--- src/rtl/evt_cnt_pkg.sv ---
package evt_cnt_pkg;
  localparam int unsigned NUM_CH     = 2;
  localparam int unsigned CH_FIELD_W = 4;
  localparam int unsigned EN_BIT     = 3;
  localparam int unsigned IE_BIT     = 2;
  localparam int unsigned FLG_BIT    = 0;
  localparam int unsigned RSV_BIT    = 1;

  typedef struct packed {
    logic en;
    logic ie;
    logic flag;
  } ch_ctrl_t;
endpackage

--- src/rtl/evt_fall_det.sv ---
module evt_fall_det #(
  parameter int unsigned SYNC_STAGES = 2
) (
  input  logic clk_i,
  input  logic rst_ni,
  input  logic pulse_i,
  output logic fall_o
);
  // sh_q[SYNC_STAGES-1] is the synchronized level, sh_q[SYNC_STAGES] its delayed copy
  logic [SYNC_STAGES:0] sh_q;

  always_ff @(posedge clk_i or negedge rst_ni) begin
    if (!rst_ni) sh_q <= '0;
    else         sh_q <= {sh_q[SYNC_STAGES-1:0], pulse_i};
  end

  assign fall_o = sh_q[SYNC_STAGES] & ~sh_q[SYNC_STAGES-1];
endmodule

--- src/rtl/evt_counter.sv ---
module evt_counter #(
  parameter int unsigned CNT_W = 16,
  localparam int unsigned BYTES = CNT_W / 8
) (
  input  logic             clk_i,
  input  logic             rst_ni,
  input  logic             tick_i,
  input  logic             en_i,
  input  logic [BYTES-1:0] wr_be_i,
  input  logic [7:0]       wdata_i,
  output logic [CNT_W-1:0] cnt_o,
  output logic             flag_req_o
);
  logic [CNT_W-1:0] cnt_q, cnt_wr;
  logic             hw_zero_q, supp_q;
  logic             wr_any, step, wrap, bytes_ok;

  always_comb begin
    cnt_wr   = cnt_q;
    bytes_ok = 1'b1;
    for (int b = 0; b < int'(BYTES); b++) begin
      if (wr_be_i[b]) cnt_wr[b*8 +: 8] = wdata_i;
    end
    for (int b = 0; b < int'(BYTES); b++) begin
      if (cnt_wr[b*8 +: 8] != 8'h00 && cnt_wr[b*8 +: 8] != 8'hff) bytes_ok = 1'b0;
    end
  end

  assign wr_any = |wr_be_i;
  assign step   = tick_i & en_i & ~wr_any;  // a write wins over a coincident edge
  assign wrap   = step & (&cnt_q);

  always_ff @(posedge clk_i or negedge rst_ni) begin
    if (!rst_ni) begin
      cnt_q     <= '0;
      hw_zero_q <= 1'b1;
      supp_q    <= 1'b0;
    end else if (wr_any) begin
      cnt_q <= cnt_wr;
      if (&cnt_wr) begin
        supp_q    <= hw_zero_q;
        hw_zero_q <= 1'b0;
      end else begin
        supp_q    <= 1'b0;
        // partial all-ones loads on the way to FFFFH keep the marker
        hw_zero_q <= hw_zero_q & bytes_ok & (|cnt_wr);
      end
    end else if (step) begin
      cnt_q     <= cnt_q + CNT_W'(1);
      supp_q    <= 1'b0;
      hw_zero_q <= wrap;
    end
  end

  assign cnt_o      = cnt_q;
  assign flag_req_o = wrap & ~supp_q;
endmodule

--- src/rtl/evt_ctrl_reg.sv ---
module evt_ctrl_reg
  import evt_cnt_pkg::*;
(
  input  logic              clk_i,
  input  logic              rst_ni,
  input  logic              wr_i,
  input  logic [7:0]        wdata_i,
  input  logic [NUM_CH-1:0] hw_set_i,
  output logic [NUM_CH-1:0] en_o,
  output logic [NUM_CH-1:0] ie_o,
  output logic [NUM_CH-1:0] flag_o,
  output logic [7:0]        rdata_o
);
  ch_ctrl_t [NUM_CH-1:0] ctl_q;
  logic     [NUM_CH-1:0] unused_wbits;

  for (genvar k = 0; k < NUM_CH; k++) begin : g_ch
    // counter 1 sits in the upper nibble
    localparam int unsigned BASE = (NUM_CH - 1 - k) * CH_FIELD_W;
    logic set_hw;
    assign set_hw          = hw_set_i[k] & ctl_q[k].ie;
    assign unused_wbits[k] = wdata_i[BASE + RSV_BIT];

    always_ff @(posedge clk_i or negedge rst_ni) begin
      if (!rst_ni) begin
        ctl_q[k] <= '0;
      end else if (wr_i) begin
        ctl_q[k].en   <= wdata_i[BASE + EN_BIT];
        ctl_q[k].ie   <= wdata_i[BASE + IE_BIT];
        ctl_q[k].flag <= wdata_i[BASE + FLG_BIT] | set_hw;
      end else if (set_hw) begin
        ctl_q[k].flag <= 1'b1;
      end
    end

    assign en_o[k]   = ctl_q[k].en;
    assign ie_o[k]   = ctl_q[k].ie;
    assign flag_o[k] = ctl_q[k].flag;
    assign rdata_o[BASE +: CH_FIELD_W] = {ctl_q[k].en, ctl_q[k].ie, 1'b0, ctl_q[k].flag};
  end
endmodule

--- src/rtl/evt_cnt_pair.sv ---
module evt_cnt_pair
  import evt_cnt_pkg::*;
#(
  parameter int unsigned CNT_W       = 16,
  parameter int unsigned ADDR_W      = 3,
  parameter int unsigned SYNC_STAGES = 2
) (
  input  logic              clk_i,
  input  logic              rst_ni,
  input  logic [ADDR_W-1:0] addr_i,
  input  logic [7:0]        wdata_i,
  input  logic              we_i,
  output logic [7:0]        rdata_o,
  input  logic [NUM_CH-1:0] pulse_i,
  output logic              irq_o
);
  localparam int unsigned BYTES     = CNT_W / 8;
  localparam int unsigned CTRL_ADDR = 0;
  localparam int unsigned CNT_BASE  = 1;

  logic [NUM_CH-1:0]            en_q, ie_q, flag_q, fall, flag_req, cnt_wr;
  logic [NUM_CH-1:0][CNT_W-1:0] cnt;
  logic [7:0]                   ctrl_rd;
  logic                         ctrl_wr;

  assign ctrl_wr = we_i && (addr_i == ADDR_W'(CTRL_ADDR));

  evt_ctrl_reg u_ctrl (
    .clk_i    (clk_i),
    .rst_ni   (rst_ni),
    .wr_i     (ctrl_wr),
    .wdata_i  (wdata_i),
    .hw_set_i (flag_req),
    .en_o     (en_q),
    .ie_o     (ie_q),
    .flag_o   (flag_q),
    .rdata_o  (ctrl_rd)
  );

  for (genvar k = 0; k < NUM_CH; k++) begin : g_ch
    logic [BYTES-1:0] be;
    for (genvar b = 0; b < BYTES; b++) begin : g_be
      assign be[b] = we_i && (addr_i == ADDR_W'(CNT_BASE + k*BYTES + b));
    end
    assign cnt_wr[k] = |be;

    evt_fall_det #(.SYNC_STAGES(SYNC_STAGES)) u_fall (
      .clk_i   (clk_i),
      .rst_ni  (rst_ni),
      .pulse_i (pulse_i[k]),
      .fall_o  (fall[k])
    );

    evt_counter #(.CNT_W(CNT_W)) u_cnt (
      .clk_i      (clk_i),
      .rst_ni     (rst_ni),
      .tick_i     (fall[k]),
      .en_i       (en_q[k]),
      .wr_be_i    (be),
      .wdata_i    (wdata_i),
      .cnt_o      (cnt[k]),
      .flag_req_o (flag_req[k])
    );
  end

  always_comb begin
    rdata_o = '0;
    if (addr_i == ADDR_W'(CTRL_ADDR)) rdata_o = ctrl_rd;
    for (int k = 0; k < int'(NUM_CH); k++) begin
      for (int b = 0; b < int'(BYTES); b++) begin
        if (addr_i == ADDR_W'(int'(CNT_BASE) + k*int'(BYTES) + b)) rdata_o = cnt[k][b*8 +: 8];
      end
    end
  end

  assign irq_o = |(flag_q & ie_q);
endmodule

--- config.mk ---
export PLATFORM = sky130hd
export DESIGN_NAME = evt_cnt_pair
export DESIGN_NICKNAME = d
export VERILOG_FILES = /design/src/rtl/evt_cnt_pkg.sv /design/src/rtl/evt_fall_det.sv /design/src/rtl/evt_counter.sv /design/src/rtl/evt_ctrl_reg.sv /design/src/rtl/evt_cnt_pair.sv
export SDC_FILE = /design/constraint.sdc
export NUM_CORES = 1
export LEC_CHECK = 0
export BUFFER_PORTS_ARGS = -buffer_cell sky130_fd_sc_hd__buf_4
export CORE_ASPECT_RATIO = 0.6
export CORE_MARGIN = 5
export CORE_UTILIZATION = 50
export CTS_CLUSTER_SIZE = 30
export DETAILED_ROUTE_END_ITERATION = 10
export GPL_ROUTABILITY_DRIVEN = 1
export HOLD_SLACK_MARGIN = 0.05
export PLACE_DENSITY = 0.68
export REMOVE_ABC_BUFFERS = 1
export SYNTH_ARGS = -nofsm -noshare
export SYNTH_HDL_FRONTEND = slang
export SYNTH_SLANG_ARGS = --single-unit
--- constraint.sdc ---
create_clock -name clk_i -period 4.6 [get_ports clk_i]
set_input_delay 0.23 -clock clk_i [delete_from_list [all_inputs] [get_ports clk_i]]
set_output_delay 0.23 -clock clk_i [all_outputs]
set_load 0.03 [all_outputs]
==> impl_metrics.tcl <==
set metrics [dict create \
    critical_path.max_stage_delay_ns 0.80 \
    root_buffer "clkbuf_16" \
    synthFlopType "dfrtp_1" \
    path_class "input port to flip-flop" \
    ant_nets 0 \
    wire_per_inst_um 22.4 \
    synthArstFlopShare_pct 100 \
    num_antenna_cells 0 \
    synth_area_sq_um 3450 \
    synth_edf_count 0 \
    vias 3432 \
    drt_iter0_markers 534 \
    dieWidth_um 117 \
    critPathCaptureType "flip-flop" \
    hold_path_depth 3 \
    syn_to_final_growth_pct 9.14 \
    hold_violations 0 \
    io_pins 25 \
    combPwrFrac_pct 29.3 \
    synth_cell_types 72 \
    worstReg2RegStart "u_ctrl.en_o[0]$_DFFE_PN0P_" \
    core_sq_um 6710 \
    clockPowerShare_pct 25.7 \
    arrival_ns 2.32 \
    synth_compound_area_share_pct 23.0 \
    hp-class "input port to flip-flop" \
    r2r_setup_slack_ns 2.53 \
    synth_commonest_cells "dfrtp_1, nand2_1, nor2_1" \
    drive_gt1_share_pct 16.5 \
    dpl_cell_area_sq_um 3570 \
    n_fill_cell 629 \
    p_per_area_nw_per_um2 440 \
    cp-start-kind "input port" \
    internal-power_mw 0.995 \
    crit_path_start "addr_i[0]" \
    clock_latency_ns 0.30 \
    syn_area_per_cell_sq_um 8.83 \
    cts_tree "built" \
    p_seq_share_pct 45.1 \
    status "finished, final reports clean" \
    yosysMostFrequentCell "dfrtp_1" \
    r2r_end "g_ch[0].u_cnt.cnt_o[12]$_DFFE_PN0P_" \
    synth.top_cell.area_share_pct 33.4 \
    tns_ns 0 \
    path_delay_family "simple AND/OR/NAND/NOR gates" \
    critPathBufInv 1 \
    synth_top_family_by_area "simple AND/OR/NAND/NOR gates" \
    design_area_sq_um 3770 \
    ys_seq_area_share_pct 34.9 \
    htree_levels 2 \
    rows 23 \
    drv_cap 0 \
    clock_skew_ns 0.00509 \
    crit_fanout 36 \
    fp.dieH_um 74.4 \
    synth_seq_cells 48 \
    grt_pass1_wl_mm 17.2 \
    yosysTopAreaCell "dfrtp_1" \
    min_from "wdata_i[7]" \
    min_to "g_ch[0].u_cnt.cnt_o[7]$_DFFE_PN0P_" \
    synthSimpleGateAreaFrac_pct 27.2 \
    fin_crit_ns 2.11 \
    place.gp.congestion 0.949 \
    cts-resized-gates 0 \
    drc 0 \
    swShare_pct 40.0 \
    worstPathCellList "buf_4 > nand4b_1 > o31ai_1 > nand3_1 > o21ai_0" \
    setup_viol 0 \
    cts.sinks 48 \
    slew_headroom_pct 38.1 \
    dieArea_sq_um 8720 \
    grt_pass1_vias 3171 \
    clkSlewWorstSetupHoldPaths_ns 0.06 \
    viasPerCell 7.03 \
    rr_worst_depth 5 \
    synthXorXnorAreaFrac_pct 1.27 \
    nNetsFinal 418 \
    first_pass_iters 5 \
    grt_start_max_net_pins 49 \
    cp_data_required_time_ns 4.81 \
    crit_slowest_cell "nand4b_1" \
    port_buffers 24 \
    dp_hpwl_mm 7.65 \
    peakVddDrop_v 0.000255 \
    cts_buffers 5 \
    maxSlewViolCount 0 \
    synth_mux_area_share_pct 6.56 \
    ys_warn_count 0 \
    antenna_found_initial 0 \
    syn_inst 391 \
    synthAdderAreaFrac_pct 0.725 \
    start_util_pct 51.5 \
    rsz0062_at_grt "false" \
    grt_usage_pct 26.5 \
    worstMarginPinSlew_ns 0.924 \
    fmax_ghz 0.473 \
    grt-ovfl-total 0 \
    ys_top_cells_by_area "dfrtp_1, o21ai_0, nand2_1" \
    p_leak_nw 1.47 \
    cts.path.max_buffers 2 \
    routed_wl_mm 10.9 \
    switchingPower_mw 0.663 \
    fin_crit_sh_pct 45.9 \
]
-- worst max-delay path by stage --
stage                                          end  slack (ns)  cells after the start
3_5_place_dp      g_ch[1].u_cnt.supp_q$_DFFE_PN0P_        2.24                      5
4_1_cts        g_ch[0].u_cnt.cnt_o[12]$_DFFE_PN0P_        2.54                      5
3_3_place_gp   g_ch[1].u_cnt.hw_zero_q$_DFFE_PN1P_        2.36                      5
2_1_floorplan  g_ch[0].u_cnt.cnt_o[12]$_DFFE_PN0P_        2.80                      5
6_report          g_ch[1].u_cnt.supp_q$_DFFE_PN0P_        2.49                      5
5_1_grt        g_ch[1].u_cnt.hw_zero_q$_DFFE_PN1P_        2.33                      5
-- layer usage --
layer	global-route usage (%)	up-vias	wire length (um)
met5	0	-	0
met4	10.3	0	276
met3	8.70	39	1620
met2	33.8	232	4060
met1	40.7	1637	4970
li1	-	1524	-
-- cell usage in the layout (no fill, tap or decap), types with 3 or more instances in the layout --
| cell | Yosys | layout |
|---|---|---|
| nand3_1 | 17 | 17 |
| o32ai_1 | 7 | 7 |
| and3_1 | 5 | 5 |
| xnor2_1 | 4 | 4 |
| buf_4 | 2 | 26 |
| a311oi_1 | 4 | 4 |
| nor2_1 | 30 | 30 |
| o2bb2ai_1 | 3 | 3 |
| mux4_2 | 5 | 5 |
| a21o_1 | 5 | 5 |
| clkbuf_16 | 0 | 5 |
| dlygate4sd3_1 | 0 | 3 |
| dfrtp_1 | 46 | 46 |
| a21oi_1 | 20 | 20 |
| and3b_1 | 3 | 3 |
| a211o_1 | 4 | 4 |
| nand4_1 | 10 | 10 |
| mux2_2 | 6 | 6 |
| o21ai_1 | 3 | 3 |
| a32oi_1 | 4 | 4 |
| a31oi_1 | 4 | 4 |
| o21ai_0 | 29 | 29 |
| nor4_1 | 12 | 12 |
| o22ai_1 | 10 | 10 |
| a211oi_1 | 7 | 7 |
| nor3_1 | 19 | 19 |
| nand2b_1 | 3 | 3 |
| inv_1 | 10 | 10 |
| nand2_1 | 37 | 37 |
-- worst min-delay path: stages --
cell and delay (ns):
buf_4 0.16, nand2_1 0.06, o21ai_0 0.06
-- kinds of logic (layout without fill, tap and decap cells) --
| family | Yosys count | count (layout) |
|---|---|---|
| and+or+nand+nor | 167 | 167 |
| AOI/OAI and AO/OA | 118 | 118 |
| buffers and inverters | 37 | 47 |
| DFF | 48 | 48 |
| xor gates and xnor gates | 5 | 5 |
| adders and majority gates | 2 | 2 |
| muxes | 14 | 14 |
-- registers in the layout (all words and copies together), names as in the netlist --
signal / cells
g_ch.u_cnt.supp_q: 2
u_ctrl.ie_o: 2
u_ctrl.en_o: 2
g_ch.u_cnt.cnt_o: 32
g_ch.u_fall.sh_q: 6
u_ctrl.flag_o: 2
g_ch.u_cnt.hw_zero_q: 2
-- power by group through the flow --
| stage | sequential, mW | combinational (mW) | clock, mW |
|---|---|---|---|
| 2_1_floorplan | 0.660 | 0.343 | 0 |
| 3_3_place_gp | 0.741 | 0.470 | 0 |
| 3_5_place_dp | 0.740 | 0.475 | 0 |
| 4_1_cts | 0.733 | 0.479 | 0.429 |
| 5_1_grt | 0.759 | 0.534 | 0.447 |
| 6_report | 0.747 | 0.486 | 0.426 |
-- area by class of cell --
class	instances	area [sq um]	area share [%]
multi-input combinational	306	2030	53.8
sequential	48	1200	32.0
timing repair buffer	29	225	5.98
clock buffer	6	129	3.42
tap	87	109	2.89
inverter	10	37.5	0.997
clock inverter	2	35.0	0.930
-- metrics by stage --
step                      cells  utilization (%)  worst slack (ns)  power (mW)  hold WS (ns)
after floorplan             364                -              2.80        1.00       -0.0656
after global placement      477             53.3              2.36        1.21         0.289
after detailed placement    477             53.3              2.24        1.22         0.296
after CTS                   488             56.2              2.54        1.64         0.249
after global routing        488             56.2              2.33        1.74         0.272
final                       488             56.2              2.49        1.66         0.263
-- what timing repair did --
action	CTS	global route
hold buffers	3	0
setup buffers	0	0
hold endpoints to repair	48	0
No activity file was read; power rests on OpenSTA's default activity.
